$ cat config.mk
export PLATFORM = sky130hd
export DESIGN_NAME = bankreg_top
export DESIGN_NICKNAME = d
export VERILOG_FILES = /design/src/rtl/bankreg_pkg.sv /design/src/rtl/bankreg_status.sv /design/src/rtl/bankreg_src.sv /design/src/rtl/bankreg_rdmux.sv /design/src/rtl/bankreg_top.sv
export SDC_FILE = /design/constraint.sdc
export NUM_CORES = 1
export LEC_CHECK = 0
export ABC_AREA = 1
export BUFFER_PORTS_ARGS = -buffer_cell sky130_fd_sc_hd__buf_2
export CAP_MARGIN = 40
export CORE_MARGIN = 10
export CORE_UTILIZATION = 40
export CTS_CLUSTER_SIZE = 12
export DETAILED_ROUTE_END_ITERATION = 7
export SKIP_LAST_GASP = 1
export SYNTH_ARGS = -nofsm -noshare
export SYNTH_HDL_FRONTEND = slang
export SYNTH_SLANG_ARGS = --single-unit
$ cat constraint.sdc
create_clock -name clk -period 1.8 [get_ports clk]
set_input_delay 0.45 -clock clk [delete_from_list [all_inputs] [get_ports clk]]
set_output_delay 0.45 -clock clk [all_outputs]
set_load 0.005 [all_outputs]
$ cat src/rtl/bankreg_pkg.sv
package bankreg_pkg;
  localparam int unsigned OFS_VER  = 0;
  localparam int unsigned OFS_STAT = 1;
  localparam int unsigned OFS_BANK = 2;
  localparam int unsigned OFS_ERR  = 3;
  localparam int unsigned OFS_WIN  = 4;
  localparam int unsigned ID_LEN   = 26;
  localparam int unsigned SRC_LEN  = 1;
  localparam logic [7:0]  IF_VERSION = 8'h00;
  localparam logic [7:0]  ERR_NONE   = 8'h00;
  localparam logic [7:0]  ERR_NOBANK = 8'h0B;
endpackage

$ cat src/rtl/bankreg_status.sv
module bankreg_status (
  input  logic clk,
  input  logic rst_n,
  input  logic ready_in,
  input  logic chk_restart,
  input  logic chk_done,
  input  logic chk_pass,
  output logic ready_q,
  output logic pass_q,
  output logic fail_q
);
  logic ready_d, pass_d, fail_d;

  always_comb begin
    ready_d = ready_in;
    pass_d  = pass_q;
    fail_d  = fail_q;
    if (chk_restart) begin
      pass_d = 1'b0;
      fail_d = 1'b0;
    end else if (chk_done) begin
      pass_d = chk_pass;
      fail_d = !chk_pass;
    end
  end

  always_ff @(posedge clk or negedge rst_n) begin
    if (!rst_n) begin
      ready_q <= 1'b0;
      pass_q  <= 1'b0;
      fail_q  <= 1'b0;
    end else begin
      ready_q <= ready_d;
      pass_q  <= pass_d;
      fail_q  <= fail_d;
    end
  end


  restart_clears_chk: assert property (@(posedge clk) disable iff (!rst_n)
    chk_restart |=> (!pass_q && !fail_q));

  done_onehot_chk: assert property (@(posedge clk) disable iff (!rst_n)
    (chk_done && !chk_restart) |=> ($countones({pass_q, fail_q}) == 1 && pass_q == $past(chk_pass)));

  never_both_chk: assert property (@(posedge clk) disable iff (!rst_n)
    !(pass_q && fail_q));

  ready_follow_chk: assert property (@(posedge clk) disable iff (!rst_n)
    1'b1 |=> (ready_q == $past(ready_in)));
endmodule

$ cat src/rtl/bankreg_src.sv
module bankreg_src (
  input  logic       clk,
  input  logic       rst_n,
  input  logic       stb,
  input  logic [7:0] val,
  input  logic       sel_hit,
  output logic [7:0] held_q,
  output logic       pend_q
);
  logic [7:0] held_d;
  logic       pend_d;
  logic       change;

  always_comb begin
    change = stb && (val != held_q);
    held_d = stb ? val : held_q;
    if (change)       pend_d = 1'b1;
    else if (sel_hit) pend_d = 1'b0;
    else              pend_d = pend_q;
  end

  always_ff @(posedge clk or negedge rst_n) begin
    if (!rst_n) begin
      held_q <= 8'h00;
      pend_q <= 1'b0;
    end else begin
      held_q <= held_d;
      pend_q <= pend_d;
    end
  end


  change_sets_chk: assert property (@(posedge clk) disable iff (!rst_n)
    (stb && val != held_q) |=> pend_q);

  select_clears_chk: assert property (@(posedge clk) disable iff (!rst_n)
    (sel_hit && !(stb && val != held_q)) |=> !pend_q);

  sample_capture_chk: assert property (@(posedge clk) disable iff (!rst_n)
    stb |=> (held_q == $past(val)));
endmodule

$ cat src/rtl/bankreg_rdmux.sv
module bankreg_rdmux
  import bankreg_pkg::*;
#(
  parameter int unsigned ADDR_W     = 6,
  parameter int unsigned N_SRC      = 3,
  parameter logic [7:0]  VENDOR     = 8'h5A,
  parameter logic [7:0]  DEV_TYPE   = 8'h21,
  parameter logic [7:0]  DEV_SUB    = 8'h03,
  parameter logic [7:0]  DEV_REV    = 8'h07,
  parameter logic [7:0]  PAR_VENDOR = 8'h00,
  parameter logic [7:0]  PAR_TYPE   = 8'h10,
  parameter logic [7:0]  PAR_SUB    = 8'h01,
  parameter logic [23:0] CAPS       = 24'hC0FFEE,
  parameter logic [127:0] SERIAL    = 128'h0123456789ABCDEFFEDCBA9876543210
) (
  input  logic [ADDR_W-1:0]  addr,
  input  logic [7:0]         status,
  input  logic [7:0]         bank_sel,
  input  logic [7:0]         err,
  input  logic [8*N_SRC-1:0] held_flat,
  output logic [7:0]         data
);
  logic [ADDR_W-1:0] w;
  int unsigned       wi;
  logic [7:0]        id_byte, src_byte;

  always_comb begin
    w  = addr - ADDR_W'(OFS_WIN);
    wi = 32'(w);
    id_byte = 8'h00;
    case (wi)
      0: id_byte = VENDOR;
      1: id_byte = DEV_TYPE;
      2: id_byte = DEV_SUB;
      3: id_byte = DEV_REV;
      4: id_byte = PAR_VENDOR;
      5: id_byte = PAR_TYPE;
      6: id_byte = PAR_SUB;
      default: id_byte = 8'h00;
    endcase
    for (int k = 0; k < 3; k++)
      if (wi == 32'(7 + k)) id_byte = CAPS[8*k +: 8];
    for (int k = 0; k < 16; k++)
      if (wi == 32'(10 + k)) id_byte = SERIAL[8*k +: 8];
    src_byte = 8'h00;
    for (int i = 0; i < N_SRC; i++)
      if (bank_sel == 8'(i + 1) && wi < SRC_LEN) src_byte = held_flat[8*i +: 8];
  end

  always_comb begin
    if (addr == ADDR_W'(OFS_VER))       data = IF_VERSION;
    else if (addr == ADDR_W'(OFS_STAT)) data = status;
    else if (addr == ADDR_W'(OFS_BANK)) data = bank_sel;
    else if (addr == ADDR_W'(OFS_ERR))  data = err;
    else if (bank_sel == 8'h00)         data = id_byte;
    else                                data = src_byte;
  end
endmodule

$ cat src/rtl/bankreg_top.sv
module bankreg_top
  import bankreg_pkg::*;
#(
  parameter int unsigned ADDR_W     = 6,
  parameter int unsigned N_SRC      = 3,
  parameter logic [7:0]  VENDOR     = 8'h5A,
  parameter logic [7:0]  DEV_TYPE   = 8'h21,
  parameter logic [7:0]  DEV_SUB    = 8'h03,
  parameter logic [7:0]  DEV_REV    = 8'h07,
  parameter logic [7:0]  PAR_VENDOR = 8'h00,
  parameter logic [7:0]  PAR_TYPE   = 8'h10,
  parameter logic [7:0]  PAR_SUB    = 8'h01,
  parameter logic [23:0] CAPS       = 24'hC0FFEE,
  parameter logic [127:0] SERIAL    = 128'h0123456789ABCDEFFEDCBA9876543210
) (
  input  logic               clk,
  input  logic               rst_n,
  input  logic [ADDR_W-1:0]  addr,
  input  logic               wr_en,
  input  logic [7:0]         wr_data,
  input  logic               rd_en,
  output logic [7:0]         rd_data,
  input  logic               ready_in,
  input  logic               chk_restart,
  input  logic               chk_done,
  input  logic               chk_pass,
  input  logic [8*N_SRC-1:0] src_val,
  input  logic [N_SRC-1:0]   src_stb
);
  localparam logic [7:0] MAX_BANK = 8'(N_SRC);

  logic       rst_meta, rst_q;
  logic [7:0] bank_q, bank_d, err_q, err_d, rd_d, status, mux_out;
  logic       bank_wr;
  logic       ready_q, pass_q, fail_q;
  logic [N_SRC-1:0]   sel_hit, pend;
  logic [8*N_SRC-1:0] held_flat;

  always_ff @(posedge clk or negedge rst_n) begin
    if (!rst_n) begin
      rst_meta <= 1'b0;
      rst_q    <= 1'b0;
    end else begin
      rst_meta <= 1'b1;
      rst_q    <= rst_meta;
    end
  end

  bankreg_status u_status (
    .clk(clk), .rst_n(rst_q), .ready_in(ready_in), .chk_restart(chk_restart),
    .chk_done(chk_done), .chk_pass(chk_pass),
    .ready_q(ready_q), .pass_q(pass_q), .fail_q(fail_q)
  );

  for (genvar i = 0; i < N_SRC; i++) begin : g_src
    assign sel_hit[i] = bank_wr && (wr_data == 8'(i + 1));
    bankreg_src u_src (
      .clk(clk), .rst_n(rst_q), .stb(src_stb[i]), .val(src_val[8*i +: 8]),
      .sel_hit(sel_hit[i]), .held_q(held_flat[8*i +: 8]), .pend_q(pend[i])
    );
  end

  assign status = {4'b0000, |pend, fail_q, pass_q, ready_q};

  bankreg_rdmux #(
    .ADDR_W(ADDR_W), .N_SRC(N_SRC), .VENDOR(VENDOR), .DEV_TYPE(DEV_TYPE),
    .DEV_SUB(DEV_SUB), .DEV_REV(DEV_REV), .PAR_VENDOR(PAR_VENDOR),
    .PAR_TYPE(PAR_TYPE), .PAR_SUB(PAR_SUB), .CAPS(CAPS), .SERIAL(SERIAL)
  ) u_rdmux (
    .addr(addr), .status(status), .bank_sel(bank_q), .err(err_q),
    .held_flat(held_flat), .data(mux_out)
  );

  always_comb begin
    bank_wr = wr_en && (addr == ADDR_W'(OFS_BANK));
    bank_d  = bank_wr ? wr_data : bank_q;
    err_d   = err_q;
    if (bank_wr) err_d = (wr_data <= MAX_BANK) ? ERR_NONE : ERR_NOBANK;
    rd_d    = rd_en ? mux_out : rd_data;
  end

  always_ff @(posedge clk or negedge rst_q) begin
    if (!rst_q) begin
      bank_q  <= 8'h00;
      err_q   <= 8'h00;
      rd_data <= 8'h00;
    end else begin
      bank_q  <= bank_d;
      err_q   <= err_d;
      rd_data <= rd_d;
    end
  end


  err_update_chk: assert property (@(posedge clk) disable iff (!rst_q)
    (wr_en && addr == ADDR_W'(OFS_BANK)) |=>
      (err_q == (($past(wr_data) <= MAX_BANK) ? ERR_NONE : ERR_NOBANK)));

  version_zero_chk: assert property (@(posedge clk) disable iff (!rst_q)
    (rd_en && addr == ADDR_W'(OFS_VER)) |=> (rd_data == 8'h00));

  rd_hold_chk: assert property (@(posedge clk) disable iff (!rst_q)
    !rd_en |=> $stable(rd_data));

  status_rsvd_chk: assert property (@(posedge clk) disable iff (!rst_q)
    (rd_en && addr == ADDR_W'(OFS_STAT)) |=> (rd_data[7:4] == 4'h0));
endmodule

== Word-level counts from Yosys, hierarchy flattened ==
Index checks and enable logic that the tools add are counted.

* Word-level logic and storage cells: 111
* Memories kept: 0
* Bits in latches: 0
* Flip-flop bits (word level): 56
* Bits of input ports: 49
* RAM bits: 0
* ROM bits: 0
* Output and inout port bits: 8

* Magnitude comparators: 2
* Equal/unequal tests: 36
* Bitwise logic cells: 0
* Add/subtract/negate cells: 1
* Shift operators: 0
* Reductions and logical operators: 19
* Div/mod/pow operators: 0
* Multipliers: 0
* Mux-type cells: 39

{| class="wikitable"
|+ Operators with widths
! kind !! count
|-
| 2-to-1 mux 8 bit || 27
|-
| == test 6 x 5 -> 1 bit (second input constant) || 10
|-
| == test 6 x 4 -> 1 bit (second input constant) || 8
|-
| case mux 7 bit (6 select lines) || 1
|-
| == test 8 x 2 -> 1 bit (second input constant) || 4
|-
| == test 6 x 2 -> 1 bit (second input constant) || 4
|-
| != test 8 bit || 3
|-
| == test 6 x 3 -> 1 bit (second input constant) || 3
|-
| == test 8 x 1 -> 1 bit (second input constant) || 2
|-
| == test 6 x 1 -> 1 bit (second input constant) || 2
|-
| zero test 6 bit || 2
|-
| logical AND 1 bit || 10
|-
| 2-to-1 mux 1 bit || 10
|-
| <= comparator 8 x 2 -> 1 bit (second input constant) || 1
|-
| zero test 8 bit || 1
|-
| nonzero test 2 bit || 4
|-
| < comparator 6 x 1 -> 1 bit (second input constant) || 1
|-
| subtractor 6 x 3 -> 6 bit (second input constant) || 1
|-
| 2-to-1 mux 4 bit || 1
|-
| OR reduction 3 bit || 1
|-
| zero test 1 bit || 1
|}

== Longest topological paths before layout ==
Gate-level depths: netlist (run 1).

* Depth after elaboration: 27
* Gate-level depth with buffers: 17

== Hierarchy ==
A second synthesis (run 1) with hierarchy kept.

* Cells, all modules: 493
* Area total of the unflattened synthesis: 3654.8 um2

{| class="wikitable"
|+ Modules (own cells, without submodules)
! module !! sequential area each (um2) !! instances !! area an instance (um2) !! cells an instance
|-
| bankreg_src || 225.2 || 3 || 471.7 || 52
|-
| bankreg_rdmux || 0.0 || 1 || 1271.2 || 235
|-
| bankreg_top || 475.5 || 1 || 858.3 || 90
|-
| bankreg_status || 75.1 || 1 || 110.1 || 12
|}

== Least setup slack after synthesis (run 1) ==
No wires, ideal clock.

* Path kind: input to register
* From: input addr[1]
* To: register rd_data[1]
* Arrival time: 1.489 ns
* Data required time: 1.683 ns
* Setup slack: 0.194 ns
* Library setup time: 0.117 ns
* Stages on the path: 12
* Buffers on the path: 0
* Cells stage by stage: nor2_1 inv_2 nor2_4 nand3_2 nor2_1 nor2_1 a21oi_1 nand2_1 nand2_1 nand2_1 nand2_1 nand2_1

* Longest elaborated chain between the ends: 27

{| class="wikitable"
|+ Ends and longest elaborated chain
! item !! line !! text
|-
| start, declared || bankreg_top.sv:18 || <nowiki>input logic [ADDR_W-1:0] addr,</nowiki>
|-
| subtractor 6 x 3 -> 6 bit || bankreg_rdmux.sv:28 || <nowiki>w = addr - ADDR_W'(OFS_WIN);</nowiki>
|-
| == test 6 x 3 -> 1 bit (tied with other cells) || bankreg_rdmux.sv:31 || <nowiki>case (wi)</nowiki>
|-
| case mux 7 bit (6 select lines) || bankreg_rdmux.sv:31 ||
|-
| 2-to-1 mux 8 bit (3 in a row) || bankreg_rdmux.sv:42 || <nowiki>if (wi == 32'(7 + k)) id_byte = CAPS[8*k +: 8];</nowiki>
|-
| 2-to-1 mux 8 bit (16 in a row) || bankreg_rdmux.sv:44 || <nowiki>if (wi == 32'(10 + k)) id_byte = SERIAL[8*k +: 8];</nowiki>
|-
| 2-to-1 mux 8 bit || bankreg_rdmux.sv:55 || <nowiki>else if (bank_sel == 8'h00) data = id_byte;</nowiki>
|-
| 2-to-1 mux 8 bit || bankreg_rdmux.sv:54 || <nowiki>else if (addr == ADDR_W'(OFS_ERR)) data = err;</nowiki>
|-
| 2-to-1 mux 8 bit || bankreg_rdmux.sv:53 || <nowiki>else if (addr == ADDR_W'(OFS_BANK)) data = bank_sel;</nowiki>
|-
| 2-to-1 mux 8 bit || bankreg_rdmux.sv:52 || <nowiki>else if (addr == ADDR_W'(OFS_STAT)) data = status;</nowiki>
|-
| 2-to-1 mux 8 bit * || bankreg_rdmux.sv:51 || <nowiki>if (addr == ADDR_W'(OFS_VER)) data = IF_VERSION;</nowiki>
|-
| end signal, assigned || bankreg_top.sv:90 || <nowiki>rd_data <= rd_d;</nowiki>
|-
| end, declared || bankreg_top.sv:22 || <nowiki>output logic [7:0] rd_data,</nowiki>
|}

Mark *: on every way between the ends. The rest lies on a longest branch, timed or not.
A chain may end at the register's enable or synchronous reset.

== Worst setup path in the final report (run 1) ==
* From: register bank_q[3]
* To: register rd_data[0]

* Longest elaborated chain between the ends: 10

{| class="wikitable"
|+ Ends and longest elaborated chain
! item !! line !! text
|-
| start, declared || bankreg_top.sv:33 || <nowiki>logic [7:0] bank_q, bank_d, err_q, err_d, rd_d, status, mux_out;</nowiki>
|-
| start signal, assigned || bankreg_top.sv:88 || <nowiki>bank_q <= bank_d;</nowiki>
|-
| == test 8 x 1 -> 1 bit || bankreg_rdmux.sv:47 || <nowiki>if (bank_sel == 8'(i + 1) && wi < SRC_LEN) src_byte = held_flat[8*i +: 8];</nowiki>
|-
| logical AND 1 bit || bankreg_rdmux.sv:47 ||
|-
| 2-to-1 mux 8 bit (3 in a row) || bankreg_rdmux.sv:47 ||
|-
| 2-to-1 mux 8 bit * || bankreg_rdmux.sv:55 ||
|-
| 2-to-1 mux 8 bit * || bankreg_rdmux.sv:54 ||
|-
| 2-to-1 mux 8 bit * || bankreg_rdmux.sv:53 ||
|-
| 2-to-1 mux 8 bit * || bankreg_rdmux.sv:52 ||
|-
| 2-to-1 mux 8 bit * || bankreg_rdmux.sv:51 ||
|}

Marked as above.

==> run summary, run 1 <==
The cell depth of the worst min-delay path is 1. The slowest stage of the critical path belongs to the cell sky130_fd_sc_hd__dfrtp_1. The clock transition at the register clock pins on the worst setup and hold paths after CTS is 90 ps. The cell repeated most along the worst path is sky130_fd_sc_hd__nand2_1.

The final net count came out at 585. Dividing the detail-routed via count by the number of cells gives 4.77. In this run, synthesis produced a sequential element count of 49. The maximum resistive drop on vdd is 0.348 mV. After technology mapping, the gate count stands at 430. Summed over all instances, the cell type with the most area after synthesis is sky130_fd_sc_hd__dfrtp_1. The effective utilization at floorplan came out at slightly above 40%. The worst setup path is captured at a register. Leaving out fill and tap cells, the most frequent cells in the layout are sky130_fd_sc_hd__nand2_1, sky130_fd_sc_hd__buf_2, sky130_fd_sc_hd__inv_1, sky130_fd_sc_hd__dfrtp_1, sky130_fd_sc_hd__buf_4.

The die is 109 µm wide. The largest single stage delay on the critical path is 400 ps. Detailed placement finished with a half-perimeter wire length of 7210 µm. The min-delay analysis places its worst path in the category in2reg.

The post-synthesis instance area came out at between 3000 and 4000 µm². STA classifies the critical path startpoint as a register. During placement, the flow inserted port buffers numbering 56. The leakage power total is 2.08 nW.

The number of hold violations in the final report came out at 0. The number of buffers and inverters on the critical path is 1. The number of remaining DRC errors is 0. The share of the Yosys chip area taken by registers is ~40%. The dominant delay contributor by cell family on the critical path is simple AND/OR/NAND/NOR gates.

The startpoint of the worst hold path is ready_in. The data required time at the worst endpoint came out at 2000 ps. The global-route total usage across every layer came out at 15.0%. Derived from the worst setup path, the maximum achievable clock frequency is approximately 570 MHz. Leaving out fill and tap cells, the most frequent cell in the layout is sky130_fd_sc_hd__nand2_1. Compared with the post-synthesis result, the final layout area differs by 29.0%. The cell sitting at the root of the clock tree is a sky130_fd_sc_hd__clkbuf_8. The largest net degree at the start of global routing came out at 48. At the end of routability-driven placement, the weighted congestion stood at 0.920. The critical path class is reg2reg. The reg2reg setup slack came out at 50 ps. The maximum fanout count along the critical path is 4. In this run the worst setup path begins at bank_q[3]. The reg-to-reg critical path startpoint is bank_q[3]. For the pin with the worst max-slew slack, the measured transition is 591 ps. The number of clock sinks is 49.

Setup repair after global routing could not meet its margin everywhere. The via count of the first global-routing pass was 3038. The floorplan die height is 109 µm. The total iterations of the first detailed-routing run is 4.

The number of antenna violations at the first check in global routing is 0. The run finished with clean final reports. The time the worst path needs with I/O delays and setup came out at 1750 ps. The first global-routing pass estimated 14400 µm of wire. The logic depth of the worst setup path including buffers came out at 13. Synthesis instantiated 37 different standard cells from the library.

The worst clock skew came out at 5.97 ps. By area the synthesized netlist is led by sky130_fd_sc_hd__dfrtp_1, sky130_fd_sc_hd__nand2_1, sky130_fd_sc_hd__inv_1, sky130_fd_sc_hd__o21ai_0, sky130_fd_sc_hd__nor2_1. The number of levels in the clock H-tree is 2. The number of DRC markers in iteration 0 is 105. The clock passes through at most 2 buffers. The cell area after placement came out at 3850 µm². After floorplanning, the core was sized to cover between 7000 and 8000 µm². The floorplan has 32 rows. The number of cells on the worst reg-to-reg path is 13. The CTS tree is yes.

The number of primary I/O pins is 57. After detailed routing, the total wire length is around 8700 µm. The area enclosed by the die boundary is between 10000 and 15000 µm².

Across the run, the number of max-cap violations was 0. The routed layout has 3049 vias. Cells with a size suffix above 1 make up a little under a third of the layout. The cell area after layout came out at 4050 µm². The insertion delay of the later-clocked pin in the worst-skew pair is about 300 ps.

The worst max-slew margin expressed relative to the limit came out at 60.6%. The final-report setup violation count came out at 0. The diode insertion count for antenna repair came out at 0. The Yosys step of the flow raised 0 warnings.

The average size of a mapped cell came out at 7.29 µm². The final antenna-violating net count is 0. The final global-route overflow total came out at 0. Data arrives at the worst endpoint at 1950 ps.

The number of buffers added by the clock tree synthesis step is 5. The number of fillers in the final layout came out at 779. The post-detailed-route wirelength per cell came out at roughly 14 µm.

In this run the power density over the cells is between 600 and 700 nW/µm². The synthesized netlist net count came out at 479. The share of the cycle needed by the critical path after routing is 97.1%. The core occupancy in the finished layout came out at between 50% and 60%. Traced cell by cell, the critical path runs through nor2_2 -> nand4_4 -> buf_6 -> nor2_4 -> nand3_2 -> nor2_4 -> nand3_2 -> nand2_1 -> nand2_1 -> nand2_1 -> nand2_1 -> nand2_1 -> nand2_1. The total count of max-transition violations in the final report is 0. The synthesized design devotes to its leading area cell type 39.1% of total area.
[worst register-to-register path, cell delays in order, from the launching register on]
cell,delay (ps)
sky130_fd_sc_hd__dfrtp_1,400
sky130_fd_sc_hd__nor2_2,150
sky130_fd_sc_hd__nand4_4,140
sky130_fd_sc_hd__buf_6,150
sky130_fd_sc_hd__nor2_4,160
sky130_fd_sc_hd__nand3_2,110
sky130_fd_sc_hd__nor2_4,140
sky130_fd_sc_hd__nand3_2,60
sky130_fd_sc_hd__nand2_1,70
sky130_fd_sc_hd__nand2_1,50
sky130_fd_sc_hd__nand2_1,50
sky130_fd_sc_hd__nand2_1,60
sky130_fd_sc_hd__nand2_1,60
sky130_fd_sc_hd__nand2_1,40
[synth_stat cells]
cell type,n
sky130_fd_sc_hd__nand4_1,12
sky130_fd_sc_hd__nand2_2,7
sky130_fd_sc_hd__o21ai_1,3
sky130_fd_sc_hd__a21oi_1,16
sky130_fd_sc_hd__o41ai_1,3
sky130_fd_sc_hd__nor3_2,1
sky130_fd_sc_hd__inv_1,49
sky130_fd_sc_hd__o21ai_0,36
sky130_fd_sc_hd__o31ai_1,2
sky130_fd_sc_hd__o21ai_2,3
sky130_fd_sc_hd__or2_2,6
sky130_fd_sc_hd__inv_2,4
sky130_fd_sc_hd__nand2_4,4
sky130_fd_sc_hd__buf_2,1
sky130_fd_sc_hd__o211ai_1,3
sky130_fd_sc_hd__a21oi_2,1
sky130_fd_sc_hd__conb_1,1
sky130_fd_sc_hd__clkbuf_1,3
sky130_fd_sc_hd__o22ai_1,2
sky130_fd_sc_hd__nor2_4,5
sky130_fd_sc_hd__nor2_1,42
sky130_fd_sc_hd__nor3b_1,1
sky130_fd_sc_hd__buf_6,1
sky130_fd_sc_hd__nor4_1,2
sky130_fd_sc_hd__o21ba_2,1
sky130_fd_sc_hd__nor3_1,3
sky130_fd_sc_hd__nor2_2,6
sky130_fd_sc_hd__nand2_1,118
sky130_fd_sc_hd__nand3_1,16
sky130_fd_sc_hd__a31oi_1,2
sky130_fd_sc_hd__dfrtp_1,49
sky130_fd_sc_hd__nand4_2,1
sky130_fd_sc_hd__nand3_2,2
sky130_fd_sc_hd__xnor2_1,16
sky130_fd_sc_hd__clkinv_1,1
sky130_fd_sc_hd__xor2_1,2
sky130_fd_sc_hd__mux2_2,5
[layer usage]
| metal | part of all wire (%) | vias up | global-route usage [%] |
|---|---|---|---|
| li1 | - | 1598 | - |
| met1 | 46 | 1378 | 18.9 |
| met2 | 48 | 57 | 25.2 |
| met3 | 4.1 | 16 | 3.21 |
| met4 | 2.3 | 0 | 4.71 |
| met5 | 0 | - | 0 |
[sequential cells by signal, indices dropped and copies added, names as in the netlist]
name	count
bank_q	8
err_q	1
g_src.u_src.held_q	24
g_src.u_src.pend_q	3
rd_data	8
rst_meta	1
rst_q	1
u_status.fail_q	1
u_status.pass_q	1
u_status.ready_q	1
[final timing paths]
check / end
max in group asynchronous: g_src[2].u_src.held_q[3]
max reg2reg: rd_data[0]
min reg2reg: bank_q[5]
max: rd_data[0]
min: u_status.ready_q
min in group asynchronous: bank_q[5]
[cell type report]
| cell class | count | area [µm²] | share of cell area [%] |
|---|---|---|---|
| Multi-Input combinational cell | 322 | 1750 | 43.2 |
| Sequential cell | 49 | 1230 | 30.3 |
| Timing Repair Buffer | 104 | 651 | 16.1 |
| Inverter | 54 | 203 | 5.01 |
| Tap cell | 102 | 128 | 3.15 |
| Clock buffer | 8 | 90.1 | 2.23 |
[stage by stage]
step	cells	TNS [ps]	hold slack (ps)	setup slack, ps	total power, W
after global placement	627	-1300	234	-234	0.00182
after detailed placement	627	-1100	237	-199	0.00182
final	639	0	250	52.2	0.00250
after floorplan	430	0	154	194	0.00158
after CTS	637	0	248	4.64	0.00250
after global routing	639	-409	237	-95.7	0.00265
[power breakdown]
part | switching, W | internal (W) | leakage, nW
clock network | 0.000355 | 0.000314 | 0.0455
logic | 0.000318 | 0.000251 | 1.44
registers | 0.0000710 | 0.00119 | 0.594
total | 0.000744 | 0.00175 | 2.08
[cells by family (layout without fill, tap and decap cells)]
| kind of cell | after synthesis | count (layout) | synth area share [%] |
|---|---|---|---|
| other | 1 | 1 | 0.120 |
| AO/OA/AOI/OAI | 72 | 72 | 13.0 |
| AND/OR/NAND/NOR | 226 | 226 | 33.6 |
| buffers and inverters | 59 | 166 | 7.34 |
| XOR/XNOR | 18 | 18 | 5.03 |
| multiplexers | 5 | 5 | 1.79 |
| flip-flops | 49 | 49 | 39.1 |
[timing repair]
item                                    4_1_cts  5_1_grt
hold endpoints to repair                      2        0
buffers inserted                              1        2
hold buffers                                  1        0
pin swaps                                     2       13
cloned                                        0        0
gates resized for setup                       1       20
endpoints found under the setup margin        3        6
(Power assumes the default switching activity.)
==> run 2: changes to the inputs <==
CORE_ASPECT_RATIO = 1.2   (was not set)
PLACE_DENSITY_LB_ADDON = 0.15   (was not set)
==> run summary, run 2 (same netlist as run 1, synthesis figures left out) <==
The flow ran to the end, and the final reports show no timing, DRC or antenna violations. Static timing analysis puts the maximum clock frequency at about 560 MHz. The logic depth of the worst register-to-register path is 13. The final HPWL from detailed placement came out at 7440 µm. The number of maximum-capacitance violations came out at 0. The floorplan step defined a die boundary enclosing 11800 µm². After global routing the overflow that remains totals 0. The largest individual stage delay along the critical path comes from the cell sky130_fd_sc_hd__dfrtp_1.

From bottom edge to top edge, the die measures 117 µm. Hold timing on the final database bottoms out at a slack of 211 ps. Of the cells placed in the final design, the portion with a size suffix greater than 1 is 31.7%. The number of antenna violations at the first check in global routing is 0. The via count is 3115. The worst-case clock buffer depth is 2. The met2 demand-to-capacity share in global routing came out at 27.5%. The die is ~100 µm wide. The number of hold violations in the final report is 0.

The worst setup path is launched from a register. The global-route wire length before repair came out at 14500 µm. In this run the clock root is driven by a sky130_fd_sc_hd__clkbuf_8.

Buffers placed on the I/O ports in this run total 56. The later pin in the worst-skew pair is clocked with a latency of between 300 and 400 ps. The time the worst path needs with I/O delays and setup came out at 1780 ps. At the end of the flow the core is filled with cells to 53.5%. The via density per instance came out at 4.91.

Setup repair after global routing could not meet its margin everywhere. The diode insertion count for antenna repair is 0. The total iterations of the first detailed-routing run is 4.

The worst path setup slack after routing is 21.7 ps. The data required time at the worst endpoint is 2020 ps. g_src.u_src.held_q holds more flip-flops than any other register. The maximum resistive drop on vdd is between 0.5 and 0.6 mV. The largest net degree at the start of global routing is 31. The via count of the first global-routing pass is ~3100. The cell area after layout came out at between 4000 and 5000 µm².

The clock transition at the register clock pins on the worst setup and hold paths after CTS is 100 ps. The first routing iteration left 121 violations. The share of the cycle needed by the critical path after routing is 98.8%.

The final-report setup violation count is 0. The met1 track utilization from global routing is 17.3%. The pre-CTS setup slack is -211 ps. The post-detailed-route wirelength per cell is 13.9 µm. After the last flow step, the layout net total stands at 590. The delay of the slowest cell on the worst path is 390 ps.

The number of buffers added by the clock tree synthesis step came out at 5. The cell that appears most often on the critical path is sky130_fd_sc_hd__nand2_1. The global routing usage on met3 is 2.94%. The number of primary I/O pins is 57. For the final database, setup skew stands at 12.0 ps. In this run the worst path has a maximum fanout of 5.

The final antenna-violating net count came out at 0. The library cells used most frequently in the layout, excluding fill and tap cells, are sky130_fd_sc_hd__nand2_1, sky130_fd_sc_hd__buf_2, sky130_fd_sc_hd__buf_4. Dividing total power by cell area gives a power density of 652 nW/µm². After global routing, the most crowded layer is met2. TritonCTS built the clock tree. Total power for the finished layout comes to ~0.0027 W.

The effective utilization at floorplan came out at 40.9%. Summing all placed instances gives a cell area of 3910 µm². The tightest min-delay check is of the reg2async type. The total wirelength of the detailed-routed design came out at 8830 µm. Global routing used approximately 15% of the available tracks across all layers. The global placer's final weighted congestion is 1.01.

The number of clock sinks came out at approximately 50. The critical path capture point type is a register. The area of the placeable core came out at approximately 7700 µm².

The critical path class is reg2reg. The layout-stage area growth over the synthesis result came out at 30.8%. Leaving out fill and tap cells, the most frequent cell in the layout is sky130_fd_sc_hd__nand2_1. In the final layout, the registers with the most flip-flops are g_src.u_src.held_q x24, bank_q x8, rd_data x8. Traced cell by cell, the critical path runs through nor2_2 -> nand4_4 -> buf_6 -> nor2_4 -> nand3_2 -> nor2_4 -> nand3_2 -> nand2_1 -> nand2_1 -> nand2_1 -> nand2_1 -> nand2_1 -> nand2_1. The arrival time of data at the critical path endpoint is 1990 ps. The leakage power total came out at 2.12 nW. After detailed routing, the number of remaining DRC violations is 0. The total count of max-transition violations in the final report was 0. The flip-flop count of the largest register after layout came out at 24. The count of standard-cell rows came out at 35.

The number of levels in the clock H-tree came out at 2.
## run 2: changes by cell type in the layout (fill, tap and decap cells not counted), sizes merged
| cell | previous run | this run |
|---|---|---|
| buf | 103 | 108 |
| clkbuf | 8 | 6 |
| bufinv | 0 | 1 |
| clkinvlp | 0 | 1 |
## run 2: power by group
part,switching (W),internal [W]
sequential,0.0000679,0.00119
clock,0.000372,0.000452
combinational,0.000320,0.000274
## run 2: critical path: cells and delay by family (launching register included)
family | cells | cell delay [ps]
and+or+nand+nor | 12 | 1150
DFF | 1 | 390
buffers and inverters | 1 | 150
## run 2: layout make-up
| class | count | area, µm² |
|---|---|---|
| multi-input combinational | 322 | 1730 |
| clock buffer | 6 | 82.6 |
| tap | 92 | 115 |
| timing repair buffer | 109 | 709 |
| fill | 795 | 3560 |
| inverter | 54 | 203 |
| sequential | 49 | 1230 |
| clock inverter | 2 | 37.5 |
## run 2: timing repair
action | in CTS | in global routing
gates cloned | 0 | 0
buffers inserted | 1 | 1
endpoints found under the hold margin | 2 | 0
hold buffers | 1 | 0
pin swaps | 1 | 6
resized for setup | 0 | 13
endpoints found under the setup margin | 2 | 8
## run 2: worst paths after layout
check | to | slack (ps) | startpoint
min | bank_q[5] | 210 | rst_q
min in group clk | u_status.ready_q | 240 | ready_in
min reg2reg | bank_q[5] | 210 | rst_q
max reg2reg | rd_data[0] | 20 | bank_q[3]
max | rd_data[0] | 20 | bank_q[3]
max in group asynchronous | g_src[2].u_src.held_q[6] | 1070 | rst_q
## run 2: per-stage QoR
stage	TNS, ps	instances
6_report	0	634
5_1_grt	-639	634
4_1_cts	-36.6	633
3_5_place_dp	-1900	623
3_3_place_gp	-1830	623
2_1_floorplan	0	430
## run 2: per-layer routing
| layer | wire (µm) | share of wire (%) |
|---|---|---|
| met5 | 0 | 0 |
| met4 | 199 | 2.3 |
| met3 | 295 | 3.3 |
| met2 | 4620 | 52 |
| met1 | 3710 | 42 |
==> run 3: changes to the inputs <==
clock period = 1.6 ns   (was 1.8 ns; I/O delays follow)
==> run summary, run 3 (same netlist as run 1, synthesis figures left out) <==
The final-report setup violation count is 8. Dividing the detail-routed wire length by the instance count gives 13.7 µm. The total power divided by cell area is 689 nW/µm². The library cells used most frequently in the layout, excluding fill and tap cells, are sky130_fd_sc_hd__nand2_1, sky130_fd_sc_hd__buf_4, sky130_fd_sc_hd__buf_2. The critical path in this run is classified as reg2reg. The area of the placeable core came out at ~7700 µm². TritonCTS created 5 clock buffers.

The via density per instance came out at 4.95. The flow ran to the end, but the final reports show violations. The total iterations of the first detailed-routing run is 4. The layout has 750 filler cells. In this run the number of H-tree levels came out at 2.

The tightest min-delay check is of the in2reg type. The largest register by flop count is g_src.u_src.held_q. For this design, the sink count on the clock tree is 49.

The effective utilization at floorplan is 40.9%. The final global-route overflow total is 0. The leakage power total is between 2 and 2.5 nW.

The total wirelength of the detailed-routed design is 8820 µm. The global-route wire length before repair is 14400 µm. The number of DRC markers in iteration 0 came out at 108. For the final routed database, the setup TNS stands at -997 ps. The number of hold violations in the final report came out at 0. The worst setup path is captured at a register. The area enclosed by the die boundary came out at 11800 µm². In this run the vertical extent of the chip is roughly 120 µm. STA classifies the critical path startpoint as a register.

Static timing analysis puts the maximum clock frequency at ~560 MHz. The count of standard-cell rows is 35. The layout-stage area growth over the synthesis result is 32.1%. The worst path setup slack after routing came out at -187 ps.

The via count of the first global-routing pass came out at 3158. The number of primary I/O pins came out at 57. Setup repair after global routing could not meet its margin everywhere. The maximum fanout count along the critical path is 5. The tool flagged a number of max-cap violations equal to 0.

The largest net degree at the start of global routing came out at 48. The maximum resistive drop on vdd came out at 0.450 mV. From left edge to right edge, the die measures 101 µm.

The routed design could run at a clock period as short as 1790 ps. The arrival time of data at the critical path endpoint came out at 2040 ps. The logic depth of the worst register-to-register path came out at 14. In the final layout, the multi-input gates occupy 1740 µm². The via count came out at 3183.

The reg-to-reg critical path startpoint is bank_q[2]. The most common library cell in the layout ignoring fill and taps is sky130_fd_sc_hd__nand2_1. The share of cells above drive strength 1 came out at 33.4%. The number of cells after detailed placement is 633. The setup check on the worst reg-to-reg path leaves a slack of -190 ps. The data required time at the worst endpoint is 1850 ps. The checks that failed: negative setup slack.

At the end of routability-driven placement, the weighted congestion stood at 0.953. The final antenna-violating net count is 0. Across the whole layout, storage elements account for 1230 µm².

The worst flop-to-flop path endpoint is rd_data[0]. Tracing the worst setup path back leads to its startpoint at bank_q[2]. The global-route total usage across every layer is 15.0%. TritonCTS built the clock tree. The clock transition at the register clock pins on the worst setup and hold paths after CTS is about 90 ps. The final net count came out at 599. In the routed design, unresolved DRC markers number 0.

The worst clock skew is roughly 7.2 ps. The worst setup path endpoint is rd_data[0]. The worst-case clock buffer depth is 2. The core occupancy in the finished layout is between 50% and 60%. The final HPWL from detailed placement came out at approximately 7300 µm. The finished layout holds around 640 standard cells, fillers aside. Buffers placed on the I/O ports in this run total 56. The number of antenna violations at the first check in global routing was 0. The diode insertion count for antenna repair is 0. The flip-flop count of the largest register after layout came out at 24. At the later pin of the worst-skew pair, clock insertion delay measures 300 ps. Of the available clock period, the critical path in the final layout requires 112%. The root buffer cell is sky130_fd_sc_hd__clkbuf_8. The largest registers in the layout are g_src.u_src.held_q x24, bank_q x8, rd_data x8. The total count of max-transition violations in the final report is 0.
[run 3: changes by cell type in the layout (fill, tap and decap cells not counted), sizes merged]
cell / change
clkbuf: -1
bufinv: -1
clkinv: -1
clkinvlp: +3
buf: +9
[run 3: how the worst min path moves through the flow]
stage,start,endpoint,depth (start not counted)
after floorplan,rst_n,rst_meta,0
after detailed placement,rst_n,rst_meta,1
after global routing,ready_in,u_status.ready_q,1
after CTS,ready_in,u_status.ready_q,1
final,ready_in,u_status.ready_q,1
after global placement,rst_n,rst_meta,1
[run 3: layout make-up]
cell class / count / share of cell area, %
flip-flops and latches: 49 / 29.6
multi-input cells: 322 / 42.0
repair buffers: 118 / 18.4
inverters: 54 / 4.98
clock inverters: 3 / 0.543
clock buffers: 5 / 1.66
well taps: 92 / 2.78
[run 3: metal layers]
metal  track usage (%)  part of all wire [%]
met5                 0                     0
met4              6.51                   3.3
met3              2.94                   4.6
met2              26.3                    51
met1              17.3                    41
[run 3: what timing repair did]
item / 4_1_cts / 5_1_grt
gates resized for setup: 13 / 5
endpoints found under the setup margin: 8 / 14
pin swaps: 5 / 2
setup buffers: 1 / 0
endpoints found under the hold margin: 2 / 0
hold buffers: 1 / 0
[run 3: power breakdown]
part           switching (W)  internal [W]  total, W  leakage [nW]
logic               0.000372      0.000333  0.000705          1.52
clock network       0.000433      0.000307  0.000740        0.0364
registers          0.0000715       0.00134   0.00141         0.594
total               0.000876       0.00198   0.00285          2.15
[run 3: critical path, stage by stage (launching register included)]
cell and delay [ps]:
sky130_fd_sc_hd__dfrtp_1 400, sky130_fd_sc_hd__nor2_2 160, sky130_fd_sc_hd__nand4_4 140, sky130_fd_sc_hd__nor2_4 230, sky130_fd_sc_hd__nand3_4 120, sky130_fd_sc_hd__inv_2 100
sky130_fd_sc_hd__buf_4 110, sky130_fd_sc_hd__nand2_1 50, sky130_fd_sc_hd__nand4_1 80, sky130_fd_sc_hd__nand2_1 60, sky130_fd_sc_hd__nand2_1 50, sky130_fd_sc_hd__nand2_1 50
sky130_fd_sc_hd__nand2_1 80, sky130_fd_sc_hd__nand2_1 50, sky130_fd_sc_hd__nand2_1 50
[run 3: metrics by stage]
step | hold slack (ps) | worst slack (ps) | power, W | instance area, µm²
detailed placement | 187 | -336 | 0.00212 | 3970
floorplan | 104 | 39.2 | 0.00178 | 3140
global route | 189 | -335 | 0.00302 | 4140
CTS | 190 | -180 | 0.00288 | 4130
finish | 195 | -187 | 0.00285 | 4140
global placement | 185 | -322 | 0.00210 | 3970
